[config.mk]
export PLATFORM = sky130hd
export DESIGN_NAME = flash_cmd_ctrl
export DESIGN_NICKNAME = d
export VERILOG_FILES = /design/src/rtl/flash_cmd_pkg.sv /design/src/rtl/flash_erase_timer.sv /design/src/rtl/flash_cmd_fsm.sv /design/src/rtl/flash_word_store.sv /design/src/rtl/flash_read_port.sv /design/src/rtl/flash_cmd_ctrl.sv
export SDC_FILE = /design/constraint.sdc
export NUM_CORES = 1
export LEC_CHECK = 0
export ABC_AREA = 1
export ABC_CLOCK_PERIOD_IN_PS = 5300
export BUFFER_PORTS_ARGS = -buffer_cell sky130_fd_sc_hd__buf_2
export CAP_MARGIN = 10
export CORE_MARGIN = 2
export CORE_UTILIZATION = 62
export DETAILED_ROUTE_END_ITERATION = 12
export PLACE_DENSITY = 0.92
export SLEW_MARGIN = 20
export SYNTH_ARGS = -nofsm -noshare
export SYNTH_HDL_FRONTEND = slang
export SYNTH_HIERARCHICAL = 1
export SYNTH_SLANG_ARGS = --single-unit
[constraint.sdc]
create_clock -name clk_i -period 5.3 [get_ports clk_i]
set_input_delay 0.265 -clock clk_i [delete_from_list [all_inputs] [get_ports clk_i]]
set_output_delay 0.265 -clock clk_i [all_outputs]
set_load 0.02 [all_outputs]
[src/rtl/flash_cmd_pkg.sv]
`timescale 1ns/1ps
package flash_cmd_pkg;
   localparam int unsigned WORD_W = 16;
   typedef logic [WORD_W-1:0] word_t;

   typedef enum logic [2:0] {
      MD_ARRAY      = 3'd0,
      MD_STATUS     = 3'd1,
      MD_IDENT      = 3'd2,
      MD_QUERY      = 3'd3,
      MD_BLK_SETUP  = 3'd4,
      MD_CHIP_SETUP = 3'd5
   } mode_e;

   localparam logic [7:0] OP_RD_ARRAY  = 8'hFF;
   localparam logic [7:0] OP_RD_STATUS = 8'h70;
   localparam logic [7:0] OP_IDENT     = 8'h90;
   localparam logic [7:0] OP_QUERY     = 8'h98;
   localparam logic [7:0] OP_BLK_ERASE = 8'h20;
   localparam logic [7:0] OP_CHIP_ERASE= 8'h80;
   localparam logic [7:0] OP_SUSPEND   = 8'hB0;
   localparam logic [7:0] OP_CONFIRM   = 8'hD0;
   localparam logic [7:0] OP_CLEAR     = 8'h50;

   localparam int unsigned SB_READY = 7;
   localparam int unsigned SB_SUSP  = 6;
   localparam int unsigned SB_ERASE = 5;
   localparam int unsigned SB_SEQ   = 4;
   localparam int unsigned SB_PROT  = 1;
endpackage

[src/rtl/flash_erase_timer.sv]
`timescale 1ns/1ps
module flash_erase_timer #(
   parameter int unsigned CYCLES = 64,
   localparam int unsigned CNT_W = (CYCLES > 1) ? $clog2(CYCLES) : 1
) (
   input  logic clk_i,
   input  logic rst_ni,
   input  logic start_i,
   output logic busy_o,
   output logic done_o
);
   logic             busy_q;
   logic [CNT_W-1:0] cnt_q;

   always_ff @(posedge clk_i) begin
      if (!rst_ni) begin
         busy_q <= 1'b0;
         cnt_q  <= '0;
      end else if (start_i && !busy_q) begin
         busy_q <= 1'b1;
         cnt_q  <= CNT_W'(CYCLES - 1);
      end else if (busy_q) begin
         if (cnt_q == '0) busy_q <= 1'b0;
         else             cnt_q  <= cnt_q - 1'b1;
      end
   end

   assign busy_o = busy_q;
   assign done_o = busy_q && (cnt_q == '0);
endmodule

[src/rtl/flash_cmd_fsm.sv]
`timescale 1ns/1ps
module flash_cmd_fsm
   import flash_cmd_pkg::*;
#(
   parameter int unsigned BLK_BITS = 3,
   localparam int unsigned NB = 1 << BLK_BITS
) (
   input  logic                clk_i,
   input  logic                rst_ni,
   input  logic                wr_en_i,
   input  logic [7:0]          op_i,
   input  logic [BLK_BITS-1:0] blk_i,
   input  logic [NB-1:0]       prot_i,
   input  logic                busy_i,
   input  logic                done_i,
   output mode_e               mode_o,
   output logic                start_o,
   output logic [NB-1:0]       wipe_mask_o,
   output logic [7:0]          status_o
);
   mode_e         mode_q, mode_d;
   logic          susp_q, susp_d;
   logic          e_erase_q, e_erase_d;
   logic          e_seq_q, e_seq_d;
   logic          e_prot_q, e_prot_d;
   logic [NB-1:0] mask_q, mask_d;
   logic [NB-1:0] target;

   always_comb begin
      target = (mode_q == MD_BLK_SETUP) ? ((NB'(1) << blk_i) & ~prot_i) : ~prot_i;
   end

   always_comb begin
      mode_d    = mode_q;
      susp_d    = susp_q;
      e_erase_d = e_erase_q;
      e_seq_d   = e_seq_q;
      e_prot_d  = e_prot_q;
      mask_d    = mask_q;
      start_o   = 1'b0;
      if (busy_i) begin
         if (done_i) begin
            mode_d = MD_STATUS;
            susp_d = 1'b0;
         end else if (wr_en_i && op_i == OP_SUSPEND) begin
            susp_d = 1'b1;
         end
      end else if (wr_en_i) begin
         if (mode_q == MD_BLK_SETUP || mode_q == MD_CHIP_SETUP) begin
            if (op_i != OP_CONFIRM) begin
               e_seq_d   = 1'b1;
               e_erase_d = 1'b1;
               mode_d    = MD_ARRAY;
            end else if (target == '0) begin
               e_prot_d  = 1'b1;
               e_erase_d = 1'b1;
               mode_d    = MD_STATUS;
            end else begin
               mask_d  = target;
               start_o = 1'b1;
               mode_d  = MD_STATUS;
            end
         end else begin
            case (op_i)
               OP_RD_ARRAY:   mode_d = MD_ARRAY;
               OP_RD_STATUS:  mode_d = MD_STATUS;
               OP_IDENT:      mode_d = MD_IDENT;
               OP_QUERY:      mode_d = MD_QUERY;
               OP_BLK_ERASE:  mode_d = MD_BLK_SETUP;
               OP_CHIP_ERASE: mode_d = MD_CHIP_SETUP;
               OP_CLEAR: begin
                  e_erase_d = 1'b0;
                  e_seq_d   = 1'b0;
                  e_prot_d  = 1'b0;
               end
               default:       mode_d = MD_ARRAY;
            endcase
         end
      end
   end

   always_ff @(posedge clk_i) begin
      if (!rst_ni) begin
         mode_q    <= MD_ARRAY;
         susp_q    <= 1'b0;
         e_erase_q <= 1'b0;
         e_seq_q   <= 1'b0;
         e_prot_q  <= 1'b0;
         mask_q    <= '0;
      end else begin
         mode_q    <= mode_d;
         susp_q    <= susp_d;
         e_erase_q <= e_erase_d;
         e_seq_q   <= e_seq_d;
         e_prot_q  <= e_prot_d;
         mask_q    <= mask_d;
      end
   end

   assign mode_o      = mode_q;
   assign wipe_mask_o = mask_q;
   assign status_o    = {~busy_i, susp_q, e_erase_q, e_seq_q, 2'b00, e_prot_q, 1'b0};
endmodule

[src/rtl/flash_word_store.sv]
`timescale 1ns/1ps
module flash_word_store
   import flash_cmd_pkg::*;
#(
   parameter int unsigned BLK_BITS  = 3,
   parameter int unsigned OFS_BITS  = 4,
   parameter word_t       FILL_BASE = 16'hA500,
   localparam int unsigned NB     = 1 << BLK_BITS,
   localparam int unsigned WPB    = 1 << OFS_BITS,
   localparam int unsigned ADDR_W = BLK_BITS + OFS_BITS,
   localparam int unsigned NW     = NB * WPB
) (
   input  logic              clk_i,
   input  logic              rst_ni,
   input  logic [NB-1:0]     wipe_i,
   input  logic [ADDR_W-1:0] raddr_i,
   output word_t             rdata_o
);
   word_t flat_w [NW];

   for (genvar b = 0; b < NB; b++) begin : g_blk
      for (genvar w = 0; w < WPB; w++) begin : g_word
         localparam word_t INIT = FILL_BASE ^ word_t'(b * WPB + w);
         word_t cell_q;
         always_ff @(posedge clk_i) begin
            if (!rst_ni)        cell_q <= INIT;
            else if (wipe_i[b]) cell_q <= '1;
         end
         assign flat_w[b * WPB + w] = cell_q;
      end
   end

   assign rdata_o = flat_w[raddr_i];
endmodule

[src/rtl/flash_read_port.sv]
`timescale 1ns/1ps
module flash_read_port
   import flash_cmd_pkg::*;
#(
   parameter int unsigned BLK_BITS     = 3,
   parameter int unsigned OFS_BITS     = 4,
   parameter int unsigned ERASE_CYCLES = 64,
   parameter word_t       MANUF_ID     = 16'h0031,
   parameter word_t       DEVICE_ID    = 16'h7A44,
   localparam int unsigned NB     = 1 << BLK_BITS,
   localparam int unsigned WPB    = 1 << OFS_BITS,
   localparam int unsigned ADDR_W = BLK_BITS + OFS_BITS
) (
   input  logic              clk_i,
   input  logic              rst_ni,
   input  logic              rd_en_i,
   input  logic [ADDR_W-1:0] addr_i,
   input  mode_e             mode_i,
   input  logic              busy_i,
   input  logic [7:0]        status_i,
   input  logic [NB-1:0]     prot_i,
   input  word_t             array_i,
   output word_t             rdata_o
);
   word_t ident_w, query_w, src_w, rdata_q;
   logic [BLK_BITS-1:0] blk_w;

   assign blk_w = addr_i[ADDR_W-1 -: BLK_BITS];

   always_comb begin
      case (addr_i[1:0])
         2'd0:    ident_w = MANUF_ID;
         2'd1:    ident_w = DEVICE_ID;
         2'd2:    ident_w = {15'd0, prot_i[blk_w]};
         default: ident_w = '0;
      endcase
   end

   always_comb begin
      case (addr_i[2:0])
         3'd0:    query_w = 16'h0051;
         3'd1:    query_w = 16'h0052;
         3'd2:    query_w = 16'h0059;
         3'd3:    query_w = 16'(NB);
         3'd4:    query_w = 16'(WPB);
         3'd5:    query_w = 16'(ERASE_CYCLES);
         default: query_w = '0;
      endcase
   end

   always_comb begin
      if (busy_i) src_w = {8'h00, status_i};
      else begin
         case (mode_i)
            MD_ARRAY: src_w = array_i;
            MD_IDENT: src_w = ident_w;
            MD_QUERY: src_w = query_w;
            default:  src_w = {8'h00, status_i};
         endcase
      end
   end

   always_ff @(posedge clk_i) begin
      if (!rst_ni)      rdata_q <= '0;
      else if (rd_en_i) rdata_q <= src_w;
   end

   assign rdata_o = rdata_q;
endmodule

[src/rtl/flash_cmd_ctrl.sv]
`timescale 1ns/1ps
module flash_cmd_ctrl
   import flash_cmd_pkg::*;
#(
   parameter int unsigned BLK_BITS     = 3,
   parameter int unsigned OFS_BITS     = 4,
   parameter int unsigned ERASE_CYCLES = 64,
   parameter word_t       MANUF_ID     = 16'h0031,
   parameter word_t       DEVICE_ID    = 16'h7A44,
   parameter word_t       FILL_BASE    = 16'hA500,
   localparam int unsigned NB     = 1 << BLK_BITS,
   localparam int unsigned ADDR_W = BLK_BITS + OFS_BITS
) (
   input  logic              clk_i,
   input  logic              rst_ni,
   input  logic              wr_en_i,
   input  logic              rd_en_i,
   input  logic [ADDR_W-1:0] addr_i,
   input  logic [15:0]       wdata_i,
   input  logic [NB-1:0]     blk_prot_i,
   output logic [15:0]       rdata_o
);
   if (BLK_BITS < 1 || BLK_BITS > 8) begin : g_chk_blk
      $error("BLK_BITS must lie in 1..8");
   end
   if (OFS_BITS < 2 || ADDR_W < 3 || ADDR_W > 12) begin : g_chk_ofs
      $error("OFS_BITS must be >= 2 and the address 3..12 bits wide");
   end
   if (ERASE_CYCLES < 1 || ERASE_CYCLES > 65535) begin : g_chk_cyc
      $error("ERASE_CYCLES must lie in 1..65535");
   end

   logic [7:0]          op_w;
   logic [BLK_BITS-1:0] blk_w;
   logic                busy_w, done_w, start_w;
   mode_e               mode_w;
   logic [NB-1:0]       mask_w, wipe_w;
   logic [7:0]          status_w;
   word_t               array_w;
   logic [7:0]          unused_hi_w;

   assign op_w        = wdata_i[7:0];
   assign unused_hi_w = wdata_i[15:8];
   assign blk_w       = addr_i[ADDR_W-1 -: BLK_BITS];
   assign wipe_w      = done_w ? mask_w : '0;

   flash_erase_timer #(.CYCLES(ERASE_CYCLES)) u_timer (
      .clk_i, .rst_ni, .start_i(start_w), .busy_o(busy_w), .done_o(done_w)
   );

   flash_cmd_fsm #(.BLK_BITS(BLK_BITS)) u_fsm (
      .clk_i, .rst_ni, .wr_en_i, .op_i(op_w), .blk_i(blk_w), .prot_i(blk_prot_i),
      .busy_i(busy_w), .done_i(done_w), .mode_o(mode_w), .start_o(start_w),
      .wipe_mask_o(mask_w), .status_o(status_w)
   );

   flash_word_store #(.BLK_BITS(BLK_BITS), .OFS_BITS(OFS_BITS), .FILL_BASE(FILL_BASE)) u_store (
      .clk_i, .rst_ni, .wipe_i(wipe_w), .raddr_i(addr_i), .rdata_o(array_w)
   );

   flash_read_port #(
      .BLK_BITS(BLK_BITS), .OFS_BITS(OFS_BITS), .ERASE_CYCLES(ERASE_CYCLES),
      .MANUF_ID(MANUF_ID), .DEVICE_ID(DEVICE_ID)
   ) u_rport (
      .clk_i, .rst_ni, .rd_en_i, .addr_i, .mode_i(mode_w), .busy_i(busy_w),
      .status_i(status_w), .prot_i(blk_prot_i), .array_i(array_w), .rdata_o(rdata_o)
   );
endmodule

==> flow_metrics.py, run 1 <==
metrics = {
    "status": {
        "outcome": "finished, final reports clean",
    },
    "clock_tree": {
        "ctsHoldBuffers": 0,
        "htreeDepth": 2,
        "clk_latency_ns": 0.30,
        "numCtsBuffers": 5,
        "postCtsSetupBuffers": 0,
        "cts_resized": 0,
        "cts_sinks": 46,
        "clk_path_buf_depth": 2,
        "cts_tree": "done",
        "clk_pin_slew_ns": 0.08,
        "cts_root_buf": "clkbuf_8",
    },
    "routing": {
        "drt_iter0_drc": 211,
        "drc": 0,
        "avgRoutedWirePerCell_um": 11.7,
        "wirelength_um": 6810,
        "dr.pass1.iters": 4,
        "route.antenna.remaining_nets": 0,
        "viasPerCell": 5.09,
        "vias": 2972,
    },
    "timing": {
        "hold_viol_final": 0,
        "tns_ns": 0,
        "rsz0062_at_grt": "false",
        "max_clock_freq_ghz": 0.440,
        "relSlewSlack_pct": 61.5,
        "fin_skew_ns": 0.00756,
        "layout_min_cycle_time_ns": 2.27,
        "period_share_pct": 42.9,
        "setup_violations": 0,
        "worst_pin_slew_ns": 0.576,
        "final_max_slew_viol_count": 0,
    },
    "global_route": {
        "first_global_vias": 2629,
        "grt_max_degree": 21,
        "grt.busiest_layer": "met2",
        "met3_usage_pct": 3.61,
        "grt_use_met2_pct": 44.9,
        "grtUsageMet1_pct": 32.5,
        "overflow": 0,
        "grt_pass1_wl_um": 11200,
        "antenna_found_initial": 0,
        "track_usage_pct": 25.5,
    },
    "placement": {
        "dpl_cell_area_mm2": 0.00327,
        "gp_congestion": 0.878,
        "dp_hpwl_um": 5140,
        "io_buffers": 42,
    },
    "final_layout": {
        "post-route-util_pct": 70.0,
        "drive_gt1_share_pct": 22.4,
        "fill_cells": 434,
        "antenna_cells": 0,
        "area_delta_synth_final_pct": 7.29,
        "final_area_mm2": 0.00335,
        "fin_nets": 553,
    },
    "synthesis": {
        "synth_commonest_cells": "110 x nand2_1, 78 x inv_1, 46 x dfxtp_1",
        "ys_seq_area_share_pct": 29.5,
        "yosysTopAreaCell": "dfxtp_1",
        "postSynthAreaPerCell_um2": 6.44,
        "yosysTopAreaCellShare_pct": 29.5,
        "synth.most_common_cell": "nand2_1",
        "ys_seq_elements": 46,
        "yosysUniqueCellTypes": 40,
        "yosys-top-cells-area": "dfxtp_1 29%, nand2_1 13%, inv_1 9.4%",
        "ys_warn_count": 6,
        "ys_dominant_reg_cell": "dfxtp_1",
        "synth_edf_count": 0,
        "synth_cells": 485,
        "ys_async_sr_fraction_pct": 0,
        "netlist_area_mm2": 0.00312,
    },
    "floorplan": {
        "initial_utilization_pct": 65.3,
        "row_count": 25,
        "die_y_um": 75.0,
        "dieArea_mm2": 0.00562,
        "die_w_um": 75.0,
        "io_pins": 51,
        "coreArea_mm2": 0.00479,
    },
    "worst_setup_path": {
        "crit_fanout": 11,
        "crit_path_start_kind": "flip-flop",
        "critPathKind": "flip-flop to flip-flop",
        "end_kind": "flip-flop",
        "cpMaxStageDelayCell": "dfxtp_1",
        "path_common_cell": "nand2_1",
        "slowest_delay_ns": 0.55,
        "cp.required_ns": 5.53,
        "path_cells": "inv_2, nand2_2, nor2_4, nand2_1, nand2_1, nand2_1, nor2_4, nand2_4, nand3_4, inv_1, nand2_1, nand2_2, nand2_1, a21oi_1",
        "cp.arrival_ns": 2.50,
    },
    "flow_run": {
        "drv_cap": 0,
    },
    "pwr": {
        "powerDensity_mw_per_mm2": 211,
        "p_total_uw": 708,
        "leakagePower_uw": 0.00171,
        "ir_worst_vdd_mv": 0.0982,
    },
    "worst_hold_path": {
        "hold_path_class": "input pin to flip-flop",
    },
}
==> where the power goes <==
part / switching [uW] / internal (uW) / leakage, uW
logic: 93.9 / 44.6 / 0.00129
clock network: 115 / 93.1 / 0.0000452
registers: 6.44 / 355 / 0.000374
total: 215 / 493 / 0.00171
==> routing by layer <==
| layer | up-vias | share of wire, % | wire length, um |
|---|---|---|---|
| met2 | 65 | 49 | 3340 |
| met4 | 0 | 0.79 | 54 |
| li1 | 1563 | - | - |
| met5 | - | 0 | 0 |
| met1 | 1339 | 46 | 3140 |
| met3 | 5 | 4.0 | 275 |
==> state kept, by name, indices dropped and copies added (netlist names) <==
register,flops
u_fsm/mode_o,3
u_timer/cnt_q,6
u_fsm/wipe_mask_o,8
u_store/g_blk.g_word.cell_q,8
u_timer/busy_o,1
u_fsm/e_prot_q,1
u_rport/rdata_o,16
u_fsm/susp_q,1
u_fsm/e_erase_q,1
u_fsm/e_seq_q,1
==> layout make-up <==
type / instances / area, um2 / area share [%]
Tap cell: 67 / 83.8 / 2.50
Timing Repair Buffer: 42 / 210 / 6.27
Sequential cell: 46 / 921 / 27.5
Multi-Input combinational cell: 327 / 1700 / 50.7
Clock buffer: 6 / 72.6 / 2.16
Inverter: 94 / 353 / 10.5
Clock inverter: 2 / 13.8 / 0.411
==> per-stage QoR <==
step                      std cells  worst slack [ns]  hold slack [ns]
final                           584              3.03            0.318
after detailed placement        576              3.07            0.454
after floorplan                 490              3.40            0.403
after global routing            584              2.78            0.325
after global placement          576              3.14            0.437
after CTS                       584              3.07            0.308
==> worst max-delay path: cells and delay by family, from the launching register on <==
family          cells  cell delay [ns]
flops               1             0.55
simple gates       11             1.35
buf+inv             2             0.19
compound gates      1             0.12
==> cells by family (layout without fill, tap and decap cells) <==
family,count (synthesis),after routing,share of synthesized area (%)
flip-flops,46,46,29.5
buffers and inverters,117,144,16.8
adder cells (fa/ha/maj),2,2,0.801
other,2,7,0.240
AO/OA/AOI/OAI,63,63,11.8
AND/OR/NAND/NOR,255,255,40.9
==> layout by cell type (no fill, tap or decap), drive strengths merged <==
cell | synthesis | routed
nand2 | 128 | 128
inv | 94 | 94
nor4 | 1 | 1
nand4 | 13 | 13
or2 | 2 | 2
a21boi | 1 | 1
clkinv | 0 | 2
nand3 | 46 | 46
a31oi | 1 | 1
a41oi | 1 | 1
o211ai | 4 | 4
a21oi | 33 | 33
dfxtp | 46 | 46
o41ai | 1 | 1
nor2 | 59 | 59
a22oi | 3 | 3
o21ai | 17 | 17
ha | 2 | 2
nor3 | 4 | 4
buf | 20 | 42
nand3b | 2 | 2
o31ai | 2 | 2
conb | 2 | 7
clkbuf | 3 | 6
==> path summary, 6_finish.rpt <==
check | from | endpoint | slack [ns] | cells past startpoint
worst max-delay path | u_fsm/mode_o[1] | u_timer/cnt_q[4] | 3.03 | 14
worst min-delay path | rd_en_i | u_rport/rdata_o[4] | 0.32 | 2
worst max register to register | u_fsm/mode_o[1] | u_timer/cnt_q[4] | 3.03 | 14
worst min register to register | u_rport/rdata_o[11] | u_rport/rdata_o[11] | 0.47 | 2
Note: power is estimated with default switching activity, not from simulation.
==> run 2, diff against run 1 <==
--- a/config.mk
+++ b/config.mk
@@ -6,13 +6,13 @@
 export NUM_CORES = 1
 export LEC_CHECK = 0
 export ABC_AREA = 1
-export ABC_CLOCK_PERIOD_IN_PS = 5300
+export ABC_CLOCK_PERIOD_IN_PS = 2220
 export BUFFER_PORTS_ARGS = -buffer_cell sky130_fd_sc_hd__buf_2
 export CAP_MARGIN = 10
 export CORE_MARGIN = 2
-export CORE_UTILIZATION = 62
+export CORE_UTILIZATION = 57
 export DETAILED_ROUTE_END_ITERATION = 12
-export PLACE_DENSITY = 0.92
+export PLACE_DENSITY = 0.85
 export SLEW_MARGIN = 20
 export SYNTH_ARGS = -nofsm -noshare
 export SYNTH_HDL_FRONTEND = slang
==> constraint.sdc (replaced) <==
create_clock -name clk_i -period 2.22 [get_ports clk_i]
set_input_delay 0.111 -clock clk_i [delete_from_list [all_inputs] [get_ports clk_i]]
set_output_delay 0.111 -clock clk_i [all_outputs]
set_load 0.02 [all_outputs]
==> flow_metrics.py, run 2 (synthesis results as in run 1) <==
metrics = {
    "final_layout": {
        "fill_cells": 489,
        "instances_no_fill": 591,
        "drive_gt1_share_pct": 23.4,
        "area_delta_synth_final_pct": 8.65,
        "largest_reg_flops": 16,
        "final_common_cell": "nand2_1",
        "final_area_mm2": 0.00339,
        "antenna_cells": 0,
        "final_cell_mix": "109 x nand2_1, 78 x inv_1, 46 x dfxtp_1",
        "fin_nets": 557,
    },
    "pwr": {
        "p_total_uw": 1720,
        "powerDensity_mw_per_mm2": 507,
        "ir_worst_vdd_mv": 0.265,
        "leakagePower_uw": 0.00172,
    },
    "clock_tree": {
        "clk_path_buf_depth": 2,
        "numCtsBuffers": 5,
        "cts_root_buf": "clkbuf_8",
        "clk_latency_ns": 0.31,
        "htreeDepth": 2,
        "cts_tree": "done",
        "ctsHoldBuffers": 0,
        "clk_pin_slew_ns": 0.10,
        "cts_sinks": 46,
    },
    "worst_setup_path": {
        "cp.arrival_ns": 2.15,
        "slowest_delay_ns": 0.45,
        "crit_fanout": 11,
        "critPathKind": "flip-flop to flip-flop",
        "end_kind": "flip-flop",
        "cpMaxStageDelayCell": "dfxtp_1",
        "cp.required_ns": 2.42,
        "path_common_cell": "nand2_2",
        "crit_path_start_kind": "flip-flop",
        "path_cells": "nand2_2, nor2_4, nand2_1, nand2_1, nand2_2, nor2_4, nand2_4, nand3_4, inv_1, nand2_2, nand2_2, nand2_1, a21oi_1",
    },
    "timing": {
        "final_max_slew_viol_count": 0,
        "hold_viol_final": 0,
        "worst_hold_slack_ns": 0.152,
        "rsz0062_at_grt": "false",
        "tns_ns": 0,
        "fin_skew_ns": 0.0116,
        "period_share_pct": 87.6,
        "max_clock_freq_ghz": 0.514,
        "setup_violations": 0,
        "layout_min_cycle_time_ns": 1.94,
    },
    "floorplan": {
        "die_y_um": 78.0,
        "io_pins": 51,
        "dieArea_mm2": 0.00609,
        "die_w_um": 78.0,
        "initial_utilization_pct": 60.0,
        "coreArea_mm2": 0.00520,
        "row_count": 26,
    },
    "placement": {
        "dp_hpwl_um": 5140,
        "io_buffers": 42,
        "gp_congestion": 0.874,
        "numPlacedInstances": 583,
        "dpl_cell_area_mm2": 0.00330,
    },
    "routing": {
        "dr.pass1.iters": 5,
        "avgRoutedWirePerCell_um": 11.4,
        "drc": 0,
        "drt_iter0_drc": 193,
        "viasPerCell": 5.15,
        "route.antenna.remaining_nets": 0,
        "vias": 3044,
        "wirelength_um": 6730,
    },
    "global_route": {
        "first_global_vias": 2804,
        "antenna_found_initial": 0,
        "overflow": 0,
        "grt_max_degree": 21,
        "grt_pass1_wl_um": 11800,
        "track_usage_pct": 23.3,
    },
    "flow_run": {
        "drv_cap": 0,
    },
    "worst_hold_path": {
        "hold_path_class": "input pin to flip-flop",
    },
    "status": {
        "outcome": "finished, final reports clean",
    },
}
-- run 2: where the power goes --
| group | internal (uW) | switching [uW] |
|---|---|---|
| combinational | 109 | 224 |
| sequential | 848 | 13.8 |
| clock | 225 | 300 |
-- run 2: stage by stage --
step           setup WS [ns]  util, %
6_report               0.275     65.2
5_1_grt                0.118     65.2
4_1_cts                0.174     65.2
3_5_place_dp           0.184     63.4
3_3_place_gp           0.251     63.4
2_1_floorplan          0.318        -
-- run 2: worst paths after layout --
| kind | from | to | slack [ns] | cells after the start |
|---|---|---|---|---|
| worst max-delay path | u_fsm/mode_o[2] | u_timer/cnt_q[5] | 0.28 | 13 |
| worst min register to register | u_fsm/e_seq_q | u_fsm/e_seq_q | 0.46 | 2 |
| worst min-delay path | rd_en_i | u_rport/rdata_o[2] | 0.15 | 2 |
| worst max register to register | u_fsm/mode_o[2] | u_timer/cnt_q[5] | 0.28 | 13 |
-- run 2: timing repair --
action	CTS	global route
setup endpoints to repair	0	6
buffers inserted	0	0
gates resized for setup	0	1
-- run 2: metal layers --
layer | routed length, um | track usage (%)
met5 | 0 | 0
met4 | 104 | 7.02
met3 | 335 | 3.68
met2 | 3220 | 40.5
met1 | 3070 | 29.7
-- run 2: worst max-delay path, delay by kind of cell, from the launching register on --
family / cells / cell delay [ns]
compound gates: 1 / 0.05
simple gates: 11 / 1.30
flops: 1 / 0.45
buf+inv: 1 / 0.05
-- run 2: layout make-up --
class / count / area, um2 / share of cell area [%]
inverters: 94 / 353 / 10.4
clock inverters: 3 / 23.8 / 0.700
multi-input cells: 327 / 1700 / 50.1
well taps: 70 / 87.6 / 2.58
clock buffers: 5 / 68.8 / 2.03
repair buffers: 46 / 240 / 7.08
flip-flops and latches: 46 / 921 / 27.1
==> run 3, diff against run 2 <==
--- a/config.mk
+++ b/config.mk
@@ -13,6 +13,7 @@
 export CORE_UTILIZATION = 57
 export DETAILED_ROUTE_END_ITERATION = 12
 export PLACE_DENSITY = 0.85
+export REMOVE_ABC_BUFFERS = 1
 export SLEW_MARGIN = 20
 export SYNTH_ARGS = -nofsm -noshare
 export SYNTH_HDL_FRONTEND = slang
==> flow_metrics.py, run 3 (synthesis results as in run 1) <==
metrics = {
    "worst_hold_path": {
        "hp-start": "rd_en_i",
        "hold-path-endpoint": "u_rport/rdata_o[4]",
        "min_delay_path_depth": 2,
        "hold_path_class": "input pin to flip-flop",
    },
    "final_layout": {
        "final_area_mm2": 0.00339,
        "antenna_cells": 0,
        "fin_nets": 556,
        "final_cell_mix": "109 x nand2_1, 78 x inv_1, 46 x dfxtp_1",
        "largest_reg_flops": 16,
        "drive_gt1_share_pct": 23.3,
        "area_delta_synth_final_pct": 8.41,
        "final_common_cell": "nand2_1",
    },
    "worst_setup_path": {
        "crit_family": "simple AND/OR/NAND/NOR gates",
        "cp.arrival_ns": 2.15,
        "crit_fanout": 11,
        "r2r_cells": 13,
        "worstReg2RegEnd": "u_timer/cnt_q[2]",
        "end_kind": "flip-flop",
        "critPathKind": "flip-flop to flip-flop",
        "path_common_cell": "nand2_2",
        "crit_path_start_kind": "flip-flop",
        "slowest_delay_ns": 0.43,
        "path_buf_inv": 1,
        "cp.required_ns": 2.42,
        "r2r-start": "u_fsm/mode_o[2]",
        "reg2reg_slack_ns": 0.27,
        "cpMaxStageDelayCell": "dfxtp_1",
        "path_cells": "nand2_2, nor2_4, nand2_1, nand2_1, nand2_2, nor2_4, nand2_4, nand3_4, inv_1, nand2_2, nand2_2, nand2_1, a21oi_1",
    },
    "routing": {
        "drc": 0,
        "dr.pass1.iters": 4,
        "route.antenna.remaining_nets": 0,
        "routed-wl-met3_um": 325,
        "dr.max_layer_used": "met4",
        "wl_met2_um": 3320,
        "vias": 3027,
        "met1_length_um": 3020,
        "wirelength_um": 6760,
        "avgRoutedWirePerCell_um": 11.5,
        "viasPerCell": 5.13,
        "drt_iter0_drc": 190,
    },
    "status": {
        "outcome": "finished, final reports clean",
    },
    "timing": {
        "hold_viol_final": 0,
        "max_clock_freq_ghz": 0.512,
        "period_share_pct": 87.9,
        "layout_min_cycle_time_ns": 1.95,
        "setup_ws_ns": 0.268,
        "rsz0062_at_grt": "false",
        "setup_violations": 0,
        "fin_skew_ns": 0.00913,
        "final_max_slew_viol_count": 0,
        "tns_ns": 0,
    },
    "global_route": {
        "antenna_found_initial": 0,
        "track_usage_pct": 23.3,
        "overflow": 0,
        "grt_max_degree": 21,
        "first_global_vias": 2798,
        "grt_pass1_wl_um": 11800,
    },
    "floorplan": {
        "die_w_um": 78.0,
        "die_y_um": 78.0,
        "row_count": 26,
        "initial_utilization_pct": 60.0,
        "dieArea_mm2": 0.00609,
        "coreArea_mm2": 0.00520,
        "io_pins": 51,
    },
    "clock_tree": {
        "ctsHoldBuffers": 0,
        "clk_pin_slew_ns": 0.09,
        "cts_sinks": 46,
        "cts_root_buf": "clkbuf_8",
        "clk_latency_ns": 0.30,
        "numCtsBuffers": 5,
        "cts_tree": "done",
        "clk_path_buf_depth": 2,
        "htreeDepth": 2,
    },
    "flow_run": {
        "drv_cap": 0,
    },
    "pwr": {
        "powerDensity_mw_per_mm2": 509,
        "leakagePower_uw": 0.00172,
        "ir_worst_vdd_mv": 0.216,
    },
    "placement": {
        "io_buffers": 42,
        "dpl_cell_area_mm2": 0.00329,
        "dp_hpwl_um": 5040,
        "gp_congestion": 0.894,
        "place_ws_ns": 0.197,
    },
}
## run 3: cell types whose count changed in the layout (fill, tap and decap cells not counted)
cell   delta
buf_4     -1
## run 3: worst max path at each step
stage | startpoint | to | slack (ns) | cells after the start
3_5_place_dp | u_fsm/mode_o[2] | u_timer/cnt_q[5] | 0.20 | 13
6_report | u_fsm/mode_o[2] | u_timer/cnt_q[2] | 0.27 | 13
3_3_place_gp | u_fsm/mode_o[2] | u_timer/cnt_q[5] | 0.25 | 13
2_1_floorplan | u_fsm/mode_o[1] | u_timer/cnt_q[5] | 0.33 | 14
5_1_grt | u_fsm/mode_o[2] | u_timer/cnt_q[0] | 0.10 | 13
4_1_cts | u_fsm/mode_o[2] | u_timer/cnt_q[5] | 0.16 | 13
## run 3: stage by stage
stage	power, uW	std cells	util, %	hold slack, ns
floorplan	1100	467	-	0.204
global placement	1200	582	63.2	0.437
detailed placement	1210	582	63.2	0.455
CTS	1740	590	65.0	0.145
global route	1820	590	65.1	0.166
finish	1720	590	65.1	0.152
## run 3: repair_timing
action | CTS | global route
resized for setup | 0 | 1
setup buffers | 0 | 0
setup endpoints to repair | 0 | 7
## run 3: worst register-to-register path, stage by stage, from the launching register on
cell,delay [ns]
dfxtp_1,0.43
nand2_2,0.15
nor2_4,0.18
nand2_1,0.07
nand2_1,0.11
nand2_2,0.08
nor2_4,0.12
nand2_4,0.10
nand3_4,0.07
inv_1,0.05
nand2_2,0.18
nand2_2,0.15
nand2_1,0.09
a21oi_1,0.05
## run 3: power by group
group / internal [uW] / total, uW / switching [uW]
logic: 108 / 331 / 223
registers: 848 / 861 / 12.6
clock network: 225 / 532 / 307
total: 1180 / 1720 / 543
## run 3: final cells by class
| type | count | area [um2] |
|---|---|---|
| Sequential cell | 46 | 921 |
| Clock buffer | 5 | 68.8 |
| Tap cell | 70 | 87.6 |
| Clock inverter | 3 | 23.8 |
| Fill cell | 481 | 1820 |
| Inverter | 94 | 353 |
| Timing Repair Buffer | 45 | 233 |
| Multi-Input combinational cell | 327 | 1700 |
## run 3: layer usage
layer  GRT usage, %  vias up
met1           29.2     1379
met3           4.14       12
met2           40.3       72
met4           7.72        0
met5              0        -
li1               -     1564
